File: src/rtl/arith_flag_pkg.sv
package arith_flag_pkg;

    typedef enum logic [1:0] {
        OP_ADD = 2'b00,
        OP_SUB = 2'b01,
        OP_CMP = 2'b10,
        OP_RSV = 2'b11
    } arith_op_e;

    typedef struct packed {
        logic z;
        logic c;
        logic n;
        logic v;
    } cond_flags_t;

    localparam cond_flags_t FLAGS_CLEAR = '{z: 1'b0, c: 1'b0, n: 1'b0, v: 1'b0};

endpackage

File: src/rtl/arith_addsub.sv
module arith_addsub #(
    parameter int WIDTH = 32
) (
    input  logic [WIDTH-1:0] opa,
    input  logic [WIDTH-1:0] opb,
    input  logic             do_sub,
    output logic [WIDTH-1:0] sum,
    output logic             carry_out,
    output logic             sgn_ovf
);
    localparam int MSB = WIDTH - 1;

    logic [WIDTH-1:0] opb_eff;
    logic [WIDTH:0]   wide_sum;

    always_comb begin
        // Subtraction as a + ~b + 1; carry out is then the no-borrow bit.
        opb_eff   = do_sub ? ~opb : opb;
        wide_sum  = {1'b0, opa} + {1'b0, opb_eff} + {{WIDTH{1'b0}}, do_sub};
        sum       = wide_sum[MSB:0];
        carry_out = wide_sum[WIDTH];
        // Overflow: effective operands agree in sign, result disagrees.
        sgn_ovf   = (opa[MSB] == opb_eff[MSB]) && (sum[MSB] != opa[MSB]);
    end
endmodule

File: src/rtl/arith_flags.sv
module arith_flags
    import arith_flag_pkg::*;
#(
    parameter int WIDTH = 32
) (
    input  logic [WIDTH-1:0] sum,
    input  logic             carry_out,
    input  logic             sgn_ovf,
    output cond_flags_t      flags
);
    localparam int MSB = WIDTH - 1;

    always_comb begin
        flags.z = ~|sum;
        flags.c = carry_out;
        // Undo the sign flip that overflow causes: true sign of exact result.
        flags.n = sum[MSB] ^ sgn_ovf;
        flags.v = sgn_ovf;
    end
endmodule

File: src/rtl/arith_flag_unit.sv
module arith_flag_unit
    import arith_flag_pkg::*;
#(
    parameter int WIDTH = 32
) (
    input  logic             clk,
    input  logic             rst,
    input  logic             in_valid,
    input  logic [1:0]       op,
    input  logic [WIDTH-1:0] a,
    input  logic [WIDTH-1:0] b,
    output logic [WIDTH-1:0] result,
    output logic             wr_en,
    output logic             flag_z,
    output logic             flag_c,
    output logic             flag_n,
    output logic             flag_v
);
    localparam int MSB = WIDTH - 1;

    typedef struct packed {
        logic [WIDTH-1:0] result;
        cond_flags_t      flags;
        logic             wr;
    } unit_state_t;

    arith_op_e   op_sel;
    logic        sub_sel;
    logic [WIDTH-1:0] sum_w;
    logic        cout_w;
    logic        ovf_w;
    cond_flags_t flags_w;
    unit_state_t st_d;
    unit_state_t st_q;

    assign op_sel  = arith_op_e'(op);
    assign sub_sel = (op_sel != OP_ADD);

    arith_addsub #(.WIDTH(WIDTH)) u_addsub (
        .opa       (a),
        .opb       (b),
        .do_sub    (sub_sel),
        .sum       (sum_w),
        .carry_out (cout_w),
        .sgn_ovf   (ovf_w)
    );

    arith_flags #(.WIDTH(WIDTH)) u_flags (
        .sum       (sum_w),
        .carry_out (cout_w),
        .sgn_ovf   (ovf_w),
        .flags     (flags_w)
    );

    always_comb begin
        st_d    = st_q;
        st_d.wr = 1'b0;
        if (in_valid) begin
            unique case (op_sel)
                OP_ADD, OP_SUB: begin
                    st_d.result = sum_w;
                    st_d.flags  = flags_w;
                    st_d.wr     = 1'b1;
                end
                OP_CMP: begin
                    st_d.flags  = flags_w;
                end
                default: begin
                end
            endcase
        end
    end

    always_ff @(posedge clk) begin
        if (rst) begin
            st_q <= '{result: '0, flags: FLAGS_CLEAR, wr: 1'b0};
        end else begin
            st_q <= st_d;
        end
    end

    assign result = st_q.result;
    assign wr_en  = st_q.wr;
    assign flag_z = st_q.flags.z;
    assign flag_c = st_q.flags.c;
    assign flag_n = st_q.flags.n;
    assign flag_v = st_q.flags.v;


    cmp_no_write_chk: assert property (@(posedge clk) disable iff (rst)
        (in_valid && op == 2'b10) |=> (!wr_en && $stable(result)));


    idle_hold_chk: assert property (@(posedge clk) disable iff (rst)
        !in_valid |=> (!wr_en && $stable(result) && $stable({flag_z, flag_c, flag_n, flag_v})));


    rsv_ignore_chk: assert property (@(posedge clk) disable iff (rst)
        (in_valid && op == 2'b11) |=> (!wr_en && $stable(result) && $stable({flag_z, flag_c, flag_n, flag_v})));


    zero_match_chk: assert property (@(posedge clk) disable iff (rst)
        wr_en |-> (flag_z == (result == '0)));


    borrow_chk: assert property (@(posedge clk) disable iff (rst)
        (in_valid && (op == 2'b01 || op == 2'b10)) |=> (flag_c == ($past(a) >= $past(b))));


    add_sign_chk: assert property (@(posedge clk) disable iff (rst)
        (in_valid && op == 2'b00 && a[MSB] == b[MSB]) |=> (flag_n == $past(a[MSB])));


    sub_sign_chk: assert property (@(posedge clk) disable iff (rst)
        (in_valid && (op == 2'b01 || op == 2'b10) && a[MSB] != b[MSB]) |=> (flag_n == $past(a[MSB])));


    no_overflow_chk: assert property (@(posedge clk) disable iff (rst)
        (in_valid && op == 2'b00 && a[MSB] != b[MSB]) |=> !flag_v);


    write_pulse_chk: assert property (@(posedge clk) disable iff (rst)
        (in_valid && (op == 2'b00 || op == 2'b01)) |=> wr_en);
endmodule

File: config.mk
export PLATFORM = sky130hd
export DESIGN_NAME = arith_flag_unit
export DESIGN_NICKNAME = d
export VERILOG_FILES = /design/src/rtl/arith_flag_pkg.sv /design/src/rtl/arith_addsub.sv /design/src/rtl/arith_flags.sv /design/src/rtl/arith_flag_unit.sv
export SDC_FILE = /design/constraint.sdc
export NUM_CORES = 1
export LEC_CHECK = 0
export BUFFER_PORTS_ARGS = -buffer_cell sky130_fd_sc_hd__buf_2
export CAP_MARGIN = 20
export CORE_UTILIZATION = 40
export CTS_BUF_LIST = sky130_fd_sc_hd__clkbuf_8
export CTS_CLUSTER_DIAMETER = 100
export DETAILED_ROUTE_END_ITERATION = 10
export PLACE_DENSITY = 0.67
export SYNTH_ARGS = -nofsm -noshare
export SYNTH_HDL_FRONTEND = slang
export SYNTH_SLANG_ARGS = --single-unit
File: constraint.sdc
create_clock -name clk -period 3.5 [get_ports clk]
set_input_delay 0.35 -clock clk [delete_from_list [all_inputs] [get_ports clk]]
set_output_delay 0.35 -clock clk [all_outputs]
set_load 0.01 [all_outputs]
==> run_results.csv <==
group,metric,value,unit
outcome,outcome,"finished, violations left",
outcome,violations,"DRC",
detailed_routing,vias_per_cell,5.39,
timing,period_share,0.923,
setup_path,regToRegEndpoint,"flag_z$_SDFFE_PP0P_",
setup_path,r2r_slack,2.76,ns
clock_tree,clock_latency,0.29,ns
power,p_per_area,390,nW/um^2
setup_path,cp_common_cell,"buf_12",
clock_tree,htreeDepth,2,
synth,synthesis.nets,600,
floorplanning,die_width,98.0,um
timing,rsz0062_at_grt,"no",
placed_design,gp_congestion,0.898,
timing,holdWs,0.439,ns
detailed_routing,first_iter_violations,169,
detailed_routing,dr.pass1.iters,9,
detailed_routing,drtAntennaViolNets,0,
clock_tree,numClockSinks,37,
floorplanning,die_area,9610,sq um
synth,ys_ff_latch,37,
timing,final.min_clock_period,3.23,ns
power,p_leak,2.11,nW
power,peakVddDrop,0.149,mV
synth,synth_compound_area_frac,0.281,
cells_and_area,post-route-util,0.536,
setup_path,cp.arrival,3.48,ns
cells_and_area,layout.nets,727,
job,maxCapViolCount,0,
synth,synthSimpleGateAreaFrac,0.223,
floorplanning,core-area,8810,sq um
cells_and_area,antenna_cells,0,
setup_path,r2r-start,"flag_z$_SDFFE_PP0P_",
grt,grt_usage,0.225,
placed_design,hpwl,8.96,mm
setup_path,crit_chain,"buf_2 > nor2_4 > buf_12 > buf_12 > xnor2_1 > ha_1 > nand4_1 > nor3_1 > inv_1 > a211oi_1 > o21ai_0 > a31oi_1 > xor2_1 > nor4_1 > a21o_1",
synth,synth-xor-area-share,0.133,
cells_and_area,area_growth_syn_to_layout,28.0,%
synth,synth-seq-area-share,0.201,
timing,tightest_slew,0.665,ns
synth,async_reset_ff_frac,0,
synth,yosys_most_used_dff,"dfxtp_1",
clock_tree,cts_setup_buffers,0,
placed_design,numPortBuffers,105,
synth,synth_area,3690,sq um
synth,yosys_warnings,0,
timing,drv_slew,0,
detailed_routing,wl,10.7,mm
timing,setup_viol,0,
setup_path,path_class,"in2reg",
synth,synth_top_area_frac,0.201,
timing,final.setup.tns,0,ns
grt,antenna_found_initial,0,
clock_tree,root_buffer,"clkbuf_8",
setup_path,worst_path_largest_cell_delay,0.49,ns
setup_path,setup.worst_path.start_class,"primary input",
setup_path,worstSetupEndpointType,"flop",
synth,synth_largest_area_cell,"dfxtp_1",
clock_tree,clockBufferDepth,2,
synth,synth_cells,496,
floorplanning,rows,34,
grt,grt_pass1_wl,17.8,mm
synth,synth_top_family_by_area,"compound AO/OA/AOI/OAI gates",
cells_and_area,drive_gt1_frac,0.279,
detailed_routing,wl_per_cell,14.6,um
timing,slew_headroom,0.557,
timing,finClkSkew,0,ns
detailed_routing,vias,3944,
grt,grt_pass1_vias,3742,
clock_tree,tritoncts,"built",
clock_tree,cts_buffers,5,
floorplanning,start_util,0.419,
clock_tree,cts.clk_slew.worst_paths,0.08,ns
synth,synthAdderAreaFrac,0.121,
detailed_routing,drc,11,
setup_path,reg2reg_depth,2,
power,finalPower,1.84,mW
timing,final_hold_viol_count,0,
synth,synth_edf_count,0,
setup_path,required,3.75,ns
floorplanning,die_height,98.0,um
timing,max_clock_freq,310,MHz
grt,gr-total-overflow,0,
setup_path,critPathSlowestCell,"a211oi_1",
setup_path,cp_max_fo,10,
setup_path,crit_path_end,"flag_z$_SDFFE_PP0P_",
setup_path,cp-startpoint,"op[0]",
grt,grt_max_degree,39,
floorplanning,io_pins,106,
synth,ys_top_cells_by_area,"dfxtp_1 (20%), ha_1 (12%), xnor2_1 (10%), a21oi_1 (8.6%), nand2_1 (7.6%)",
hold_path,hold_class,"in2reg",
synth,synthMuxAreaShare,0.00848,
synth,ys_types,63,
synth,postSynthAreaPerCell,7.43,sq um
-- report_power, final --
group / internal, mW / switching [mW]
logic: 0.427 / 0.545
registers: 0.459 / 0.0214
clock network: 0.232 / 0.157
total: 1.12 / 0.723
-- worst min-delay path by stage --
stage	start	to	slack [ns]	cells past startpoint
floorplan	result[13]$_SDFFE_PP0P_	result[13]$_SDFFE_PP0P_	0.48	2
global placement	result[27]$_SDFFE_PP0P_	result[27]$_SDFFE_PP0P_	0.44	2
detailed placement	result[27]$_SDFFE_PP0P_	result[27]$_SDFFE_PP0P_	0.44	2
CTS	a[0]	result[0]$_SDFFE_PP0P_	0.42	3
global route	a[0]	result[0]$_SDFFE_PP0P_	0.43	3
finish	a[0]	result[0]$_SDFFE_PP0P_	0.44	3
-- critical path: cells and delay by family --
| kind | cells | cell delay, ns |
|---|---|---|
| compound gates | 4 | 1.14 |
| xor+xnor | 2 | 0.18 |
| simple gates | 4 | 0.97 |
| fa+ha+maj | 1 | 0.34 |
| buf+inv | 4 | 0.48 |
-- cell type report --
class,instances,area [sq um]
Clock buffer,6,82.6
Clock inverter,2,37.5
Fill cell,901,4090
Inverter,5,18.8
Multi-Input combinational cell,427,2840
Sequential cell,37,741
Tap cell,108,135
Timing Repair Buffer,147,866
-- placed cells by master (no fill, tap or decap), types with 3 or more instances in the layout --
cell type  netlist  routed
o21a_1           6       6
buf_2            1     105
a21oi_1         63      63
xnor2_1         44      44
nor4_1           5       4
nor2b_1          6       6
inv_1            5       5
a31oi_1          3       3
nand2b_1         5       5
nand3_1          4       4
and2_1           3       3
nor2_1          44      43
clkbuf_8         0       6
buf_4            0      40
nand2_1         75      75
o21ai_1          3       3
nor3_1           6       6
o21ai_0         23      23
ha_1            34      34
or2_2            3       3
dfxtp_1         37      37
a21o_1          14      14
a211oi_1         9       9
xor2_1          12      12
a211o_1          3       3
nand4_1          9       9
o21bai_1         3       3
or3_1            4       4
o211ai_1         3       3
-- metrics by stage --
stage | setup WS, ns | instance area, sq um | instances
floorplan | 0.0996 | 3690 | 496
global placement | -0.0998 | 4590 | 724
detailed placement | -0.108 | 4590 | 724
CTS | 0.198 | 4710 | 732
global route | 0.00639 | 4720 | 732
finish | 0.269 | 4720 | 732
-- metal layers --
metal,global-route usage,vias up,share of wire
met5,0,-,0
met4,0.0571,0,0.017
met3,0.0251,13,0.047
met2,0.365,104,0.44
met1,0.316,1796,0.49
li1,-,2031,-
-- sequential cells by signal (all words and copies together), names as in the netlist --
signal,count
wr_en,1
flag_v,1
flag_n,1
flag_z,1
flag_c,1
result,32
-- cell usage after synthesis (2+ instances only) --
cell type,instances
a21o_1,14
nor2b_1,6
or3_4,2
o2111ai_1,2
a211o_1,3
o211ai_1,3
buf_1,5
a211oi_1,9
or2_2,3
xor2_1,12
and2_1,3
a21oi_1,63
o21bai_1,3
inv_1,5
a21oi_2,2
nor3_1,6
nand4_1,9
nor3b_1,2
ha_1,34
nor4_1,5
a31oi_1,3
nand2b_1,5
nor2_1,44
o21ai_1,3
o21a_1,6
xnor2_1,44
a211oi_2,2
nand2_1,75
nand3_1,4
mux2i_1,2
or3_1,4
dfxtp_1,37
o21ai_0,23
a311oi_1,2
nand3b_1,2
and3_1,2
clkbuf_1,21
-- cells by family after synthesis --
kind of cell / count (synthesis)
adder cells (fa/ha/maj): 35
XOR/XNOR: 56
AO/OA/AOI/OAI: 157
multiplexers: 3
flip-flops: 37
buffers and inverters: 32
AND/OR/NAND/NOR: 176
-- repair_timing --
item                       CTS  global route
setup endpoints to repair    0             1
hold buffers                 0             0
resized for setup            0             1
hold endpoints to repair     0             0
(Power assumes the default switching activity.)
